<file path="src/rtl/gpr_pkg.sv">
package gpr_pkg;
  localparam int INSTR_W = 32;
  localparam int AW      = 5;
  localparam int NREGS   = 1 << AW;
  localparam int OPC_W   = 6;

  typedef enum logic [2:0] {
    CLS_ALU_R,
    CLS_LOAD,
    CLS_STORE,
    CLS_ALU_I,
    CLS_BRANCH,
    CLS_JUMP
  } instr_cls_e;

  typedef enum logic {SRC_ALU, SRC_MEM} wb_src_e;

  function automatic logic [OPC_W-1:0] opc_of(input logic [INSTR_W-1:0] ins);
    return ins[31:26];
  endfunction
  function automatic logic [AW-1:0] src_a_of(input logic [INSTR_W-1:0] ins);
    return ins[25:21];
  endfunction
  function automatic logic [AW-1:0] src_b_of(input logic [INSTR_W-1:0] ins);
    return ins[20:16];
  endfunction
  function automatic logic [AW-1:0] dst_r_of(input logic [INSTR_W-1:0] ins);
    return ins[15:11];
  endfunction
endpackage

</file>
<file path="src/rtl/gpr_wb_decode.sv">
module gpr_wb_decode
  import gpr_pkg::*;
#(
  parameter int                DATA_W    = 32,
  parameter logic [OPC_W-1:0]  OP_R      = 6'h00,
  parameter logic [OPC_W-1:0]  OP_LOAD   = 6'h23,
  parameter logic [OPC_W-1:0]  OP_STORE  = 6'h2B,
  parameter logic [OPC_W-1:0]  OP_BRANCH = 6'h04,
  parameter logic [OPC_W-1:0]  OP_JUMP   = 6'h02
) (
  input  logic [INSTR_W-1:0] instr_i,
  input  logic [DATA_W-1:0]  alu_i,
  input  logic [DATA_W-1:0]  load_i,
  output instr_cls_e         cls_o,
  output logic               we_o,
  output logic [AW-1:0]      dest_o,
  output logic [DATA_W-1:0]  data_o
);
  localparam int NCLS = 5;
  localparam logic [NCLS-1:0][OPC_W-1:0] OPC_TBL = {OP_JUMP, OP_BRANCH, OP_STORE, OP_LOAD, OP_R};
  localparam instr_cls_e CLS_TBL [NCLS] = '{CLS_ALU_R, CLS_LOAD, CLS_STORE, CLS_BRANCH, CLS_JUMP};

  logic [NCLS-1:0] hit;
  wb_src_e         src;

  for (genvar k = 0; k < NCLS; k++) begin : g_match
    assign hit[k] = (opc_of(instr_i) == OPC_TBL[k]);
  end

  // Lowest table index wins if parameters ever alias.
  always_comb begin
    cls_o = CLS_ALU_I;
    for (int k = NCLS - 1; k >= 0; k--) begin
      if (hit[k]) cls_o = CLS_TBL[k];
    end
  end

  always_comb begin
    we_o   = 1'b0;
    dest_o = src_b_of(instr_i);
    src    = SRC_ALU;
    unique case (cls_o)
      CLS_ALU_R: begin we_o = 1'b1; dest_o = dst_r_of(instr_i); end
      CLS_ALU_I: we_o = 1'b1;
      CLS_LOAD:  begin we_o = 1'b1; src = SRC_MEM; end
      default:   we_o = 1'b0;
    endcase
    if (dest_o == '0) we_o = 1'b0;
  end

  assign data_o = (src == SRC_MEM) ? load_i : alu_i;
endmodule

</file>
<file path="src/rtl/gpr_regs.sv">
module gpr_regs
  import gpr_pkg::*;
#(
  parameter int DATA_W = 32,
  parameter int NUM_RD = 2
) (
  input  logic                           clk_i,
  input  logic                           rst_ni,
  input  logic                           we_i,
  input  logic [AW-1:0]                  waddr_i,
  input  logic [DATA_W-1:0]              wdata_i,
  input  logic [NUM_RD-1:0][AW-1:0]      raddr_i,
  output logic [NUM_RD-1:0][DATA_W-1:0]  rdata_o
);
  logic [NREGS-1:0][DATA_W-1:0] mem_q;

  assign mem_q[0] = '0;

  for (genvar r = 1; r < NREGS; r++) begin : g_reg
    always_ff @(posedge clk_i or negedge rst_ni) begin
      if (!rst_ni)                            mem_q[r] <= '0;
      else if (we_i && waddr_i == AW'(r))     mem_q[r] <= wdata_i;
    end
  end

  // Write-first: forward the pending write to a matching read.
  for (genvar p = 0; p < NUM_RD; p++) begin : g_rd
    always_comb begin
      if (we_i && waddr_i == raddr_i[p] && raddr_i[p] != '0) rdata_o[p] = wdata_i;
      else                                                     rdata_o[p] = mem_q[raddr_i[p]];
    end
  end
endmodule

</file>
<file path="src/rtl/gpr_file.sv">
module gpr_file
  import gpr_pkg::*;
#(
  parameter int               DATA_W    = 32,
  parameter logic [OPC_W-1:0] OP_R      = 6'h00,
  parameter logic [OPC_W-1:0] OP_LOAD   = 6'h23,
  parameter logic [OPC_W-1:0] OP_STORE  = 6'h2B,
  parameter logic [OPC_W-1:0] OP_BRANCH = 6'h04,
  parameter logic [OPC_W-1:0] OP_JUMP   = 6'h02
) (
  input  logic               clk_i,
  input  logic               rst_ni,
  input  logic [31:0]        id_instr_i,
  input  logic [31:0]        wb_instr_i,
  input  logic [DATA_W-1:0]  wb_alu_i,
  input  logic [DATA_W-1:0]  wb_load_i,
  output logic [DATA_W-1:0]  rd_a_o,
  output logic [DATA_W-1:0]  rd_b_o
);
  localparam int NUM_RD = 2;

  instr_cls_e                    wb_cls;
  logic                          wb_we;
  logic [AW-1:0]                 wb_dest;
  logic [DATA_W-1:0]             wb_data;
  logic [NUM_RD-1:0][AW-1:0]     raddr;
  logic [NUM_RD-1:0][DATA_W-1:0] rdata;

  gpr_wb_decode #(
    .DATA_W(DATA_W), .OP_R(OP_R), .OP_LOAD(OP_LOAD), .OP_STORE(OP_STORE),
    .OP_BRANCH(OP_BRANCH), .OP_JUMP(OP_JUMP)
  ) u_dec (
    .instr_i (wb_instr_i),
    .alu_i   (wb_alu_i),
    .load_i  (wb_load_i),
    .cls_o   (wb_cls),
    .we_o    (wb_we),
    .dest_o  (wb_dest),
    .data_o  (wb_data)
  );

  assign raddr[0] = src_a_of(id_instr_i);
  assign raddr[1] = src_b_of(id_instr_i);

  gpr_regs #(.DATA_W(DATA_W), .NUM_RD(NUM_RD)) u_regs (
    .clk_i   (clk_i),
    .rst_ni  (rst_ni),
    .we_i    (wb_we),
    .waddr_i (wb_dest),
    .wdata_i (wb_data),
    .raddr_i (raddr),
    .rdata_o (rdata)
  );

  assign rd_a_o = rdata[0];
  assign rd_b_o = rdata[1];
endmodule

</file>
<file path="config.mk">
export PLATFORM = sky130hd
export DESIGN_NAME = gpr_file
export DESIGN_NICKNAME = d
export VERILOG_FILES = /design/src/rtl/gpr_pkg.sv /design/src/rtl/gpr_wb_decode.sv /design/src/rtl/gpr_regs.sv /design/src/rtl/gpr_file.sv
export SDC_FILE = /design/constraint.sdc
export NUM_CORES = 2
export LEC_CHECK = 0
export BUFFER_PORTS_ARGS = -buffer_cell sky130_fd_sc_hd__buf_2
export CELL_PAD_IN_SITES_DETAIL_PLACEMENT = 1
export CELL_PAD_IN_SITES_GLOBAL_PLACEMENT = 1
export CORE_UTILIZATION = 48
export CTS_BUF_LIST = sky130_fd_sc_hd__clkbuf_16
export DETAILED_ROUTE_END_ITERATION = 7
export PLACE_DENSITY_LB_ADDON = 0.1
export REMOVE_ABC_BUFFERS = 1
export SETUP_SLACK_MARGIN = 0.3
export SYNTH_ARGS = -nofsm -noshare
export SYNTH_HDL_FRONTEND = slang
export SYNTH_HIERARCHICAL = 1
export SYNTH_SLANG_ARGS = --single-unit
</file>
<file path="constraint.sdc">
create_clock -name clk_i -period 4.7 [get_ports clk_i]
set_input_delay 1.175 -clock clk_i [delete_from_list [all_inputs] [get_ports clk_i]]
set_output_delay 1.175 -clock clk_i [all_outputs]
set_load 0.05 [all_outputs]
</file>
==> results.json <==
{
  "status": "complete, but fails checks",
  "violated_checks": "negative setup slack",
  "floorplan_core_area_um2": 111000,
  "worstSkewPairLatency_ps": 710,
  "clock_tree.buffer_depth": 3,
  "std_cell_rows": 122,
  "top_regs": "u_regs/mem_q x992",
  "detail_route.vias_per_cell": 6.83,
  "syn2layout_area_growth_pct": 18.8,
  "total_vias_in_the_final_route": 37800,
  "top_register": "u_regs/mem_q",
  "final_period_minus_worst_setup_slack_ps": 5140,
  "total_switching_power_w": 0.00881,
  "power.internal_w": 0.0201,
  "share_of_total_power_consumed_by_net_switching_pct": 30.4,
  "synth_area_um2": 54200,
  "fillers": 10100,
  "seq_power_share_pct": 43.6,
  "power.share.combinational_pct": 27.9,
  "postPlaceCellArea_um2": 59200,
  "setup_violations_final": 64,
  "pwr_per_cell_area_nw_per_um2": 449,
  "floorplan.initialDensity_pct": 48.7,
  "grtUsageMet2_pct": 57.4,
  "die_h_um": 338,
  "worst-endpoint-required_ps": 3520,
  "worst-slew-pin-transition_ps": 1320,
  "leakagePower_nw": 27.0,
  "grt_setup_unrepaired": "yes",
  "cts-buffers-inserted": 110,
  "n_antenna_cell": 0,
  "layout-drive-gt1-share_pct": 58.0,
  "irDropWorstVdd_uv": 310,
  "multi_input_comb_area_um2": 28400,
  "boundaryPins": 194,
  "clockPowerShare_pct": 28.4,
  "clock_tree.root_cell": "sky130_fd_sc_hd__clkbuf_16",
  "layout.cell_area.non_filler_um2": 64300,
  "drc": 0,
  "die_area_um2": 114000,
  "hold_class": "flop to flop",
  "gp_routability_congestion": 0.854,
  "max-slew-margin-rel_pct": 12.1,
  "grt_pass1_vias": 40900,
  "fin_skew_ps": 0,
  "endpoint_kind": "output pin",
  "drt-wirelength-per-cell_um": 36.8,
  "place_hpwl_um": 119000,
  "totalNegativeSetupSlack_ps": -23130,
  "postRouteAntennaNets": 0,
  "globalRouteTotalUtil_pct": 36.0,
  "number_of_h_tree_levels": 3,
  "tritoncts": "yes",
  "layout_setup_ws_ps": -438,
  "largest_register_ff_count": 992,
  "period_share_pct": 109,
  "met1_usage_pct": 48.6,
  "cts.reportedPaths.clkPinSlew_ps": 60,
  "cts.sink_count": 992,
  "slew_viol_final": 0,
  "dr.pass1.iters": 6,
  "hold_violations": 0,
  "wire_length_after_detailed_routing_um": 204000,
  "utilization_pct": 57.8,
  "timing.max_cap.violations": 0,
  "most-common-layout-cells": "1097 x sky130_fd_sc_hd__mux2_2, 992 x sky130_fd_sc_hd__dfrtp_1, 399 x sky130_fd_sc_hd__mux4_2",
  "regArea_um2": 24800,
  "worstSetupStartpointType": "input pin",
  "syn-instance-count": 3766,
  "layout.cells.most_common": "sky130_fd_sc_hd__mux2_2",
  "grt_busiest_layer": "met2",
  "die_width_um": 338,
  "grt_antenna_before_repair": 4,
  "cp_data_arrival_time_ps": 3960,
  "reg2reg_setup_slack_ps": 3860,
  "synth-warning-count": 6,
  "setup.worst_path.class": "input pin to output pin",
  "nNetsFinal": 4085,
  "use_met3_pct": 6.31,
  "first_iter_violations": 3383,
  "grt_pass1_wl_um": 296000,
  "gr-total-overflow": 0,
  "cts_hold_repair.buffers": 0,
  "portBuffers": 155,
  "grt_max_degree": 132,
  "critical_path_peak_fanout": 8,
  "maxClockFrequency_mhz": 195,
  "avgSynthCellArea_um2": 14.4
}
==> what timing repair did <==
item                       CTS  global route
gates resized for setup    222            80
gates cloned                 9             7
setup endpoints to repair   64            64
setup buffers               17             8
pin swaps                   31             3
hold endpoints to repair     0             0
==> layer usage <==
metal / wire length, um / vias up
li1: - / 15000
met1: 81100 / 20600
met3: 15400 / 502
met2: 96500 / 1703
met4: 10900 / 2
met5: 17 / -
==> metrics by stage <==
stage          cells  hold WS (ps)  setup WS (ps)  power (W)
3_5_place_dp    5290           499           -545     0.0204
5_1_grt         5532           532           -512     0.0301
2_1_floorplan   3352           470          -2000     0.0174
4_1_cts         5517           512           -369     0.0289
3_3_place_gp    5290           480           -479     0.0197
6_report        5532           507           -438     0.0289
==> final cells by class <==
cell class	count	share of cell area, %
repair buffers	491	9.23
well taps	1488	2.89
multi-input cells	2357	44.1
flip-flops and latches	992	38.6
clock inverters	87	0.766
clock buffers	114	4.43
inverters	3	0.0175
==> final timing paths <==
| kind | from | endpoint | cells after the start |
|---|---|---|---|
| max | wb_instr_i[31] | rd_a_o[3] | 14 |
| min | u_regs/mem_q[421] | u_regs/mem_q[421] | 1 |
| max reg2reg | u_regs/mem_q[469] | u_regs/mem_q[469] | 1 |
| min reg2reg | u_regs/mem_q[421] | u_regs/mem_q[421] | 1 |
| max in group asynchronous | rst_ni | u_regs/mem_q[661] | 2 |
| min in group asynchronous | rst_ni | u_regs/mem_q[589] | 1 |
==> critical path, stage by stage <==
cell,delay (ps)
sky130_fd_sc_hd__buf_6,90
sky130_fd_sc_hd__or4_4,530
sky130_fd_sc_hd__nand2b_4,210
sky130_fd_sc_hd__buf_6,140
sky130_fd_sc_hd__mux2_4,340
sky130_fd_sc_hd__xnor2_2,190
sky130_fd_sc_hd__nand3_2,130
sky130_fd_sc_hd__a211oi_4,230
sky130_fd_sc_hd__buf_12,240
sky130_fd_sc_hd__buf_12,160
sky130_fd_sc_hd__buf_16,160
sky130_fd_sc_hd__buf_6,120
sky130_fd_sc_hd__o21ai_2,70
sky130_fd_sc_hd__buf_12,160
==> power by group through the flow <==
| stage | Combinational [W] | Sequential, W | Clock, W |
|---|---|---|---|
| final | 0.00808 | 0.0126 | 0.00822 |
| after global routing | 0.00852 | 0.0129 | 0.00865 |
| after CTS | 0.00798 | 0.0126 | 0.00834 |
| after detailed placement | 0.00772 | 0.0127 | 0 |
| after global placement | 0.00739 | 0.0123 | 0 |
| after floorplan | 0.00537 | 0.0120 | 0 |
(Power assumes the default switching activity.)
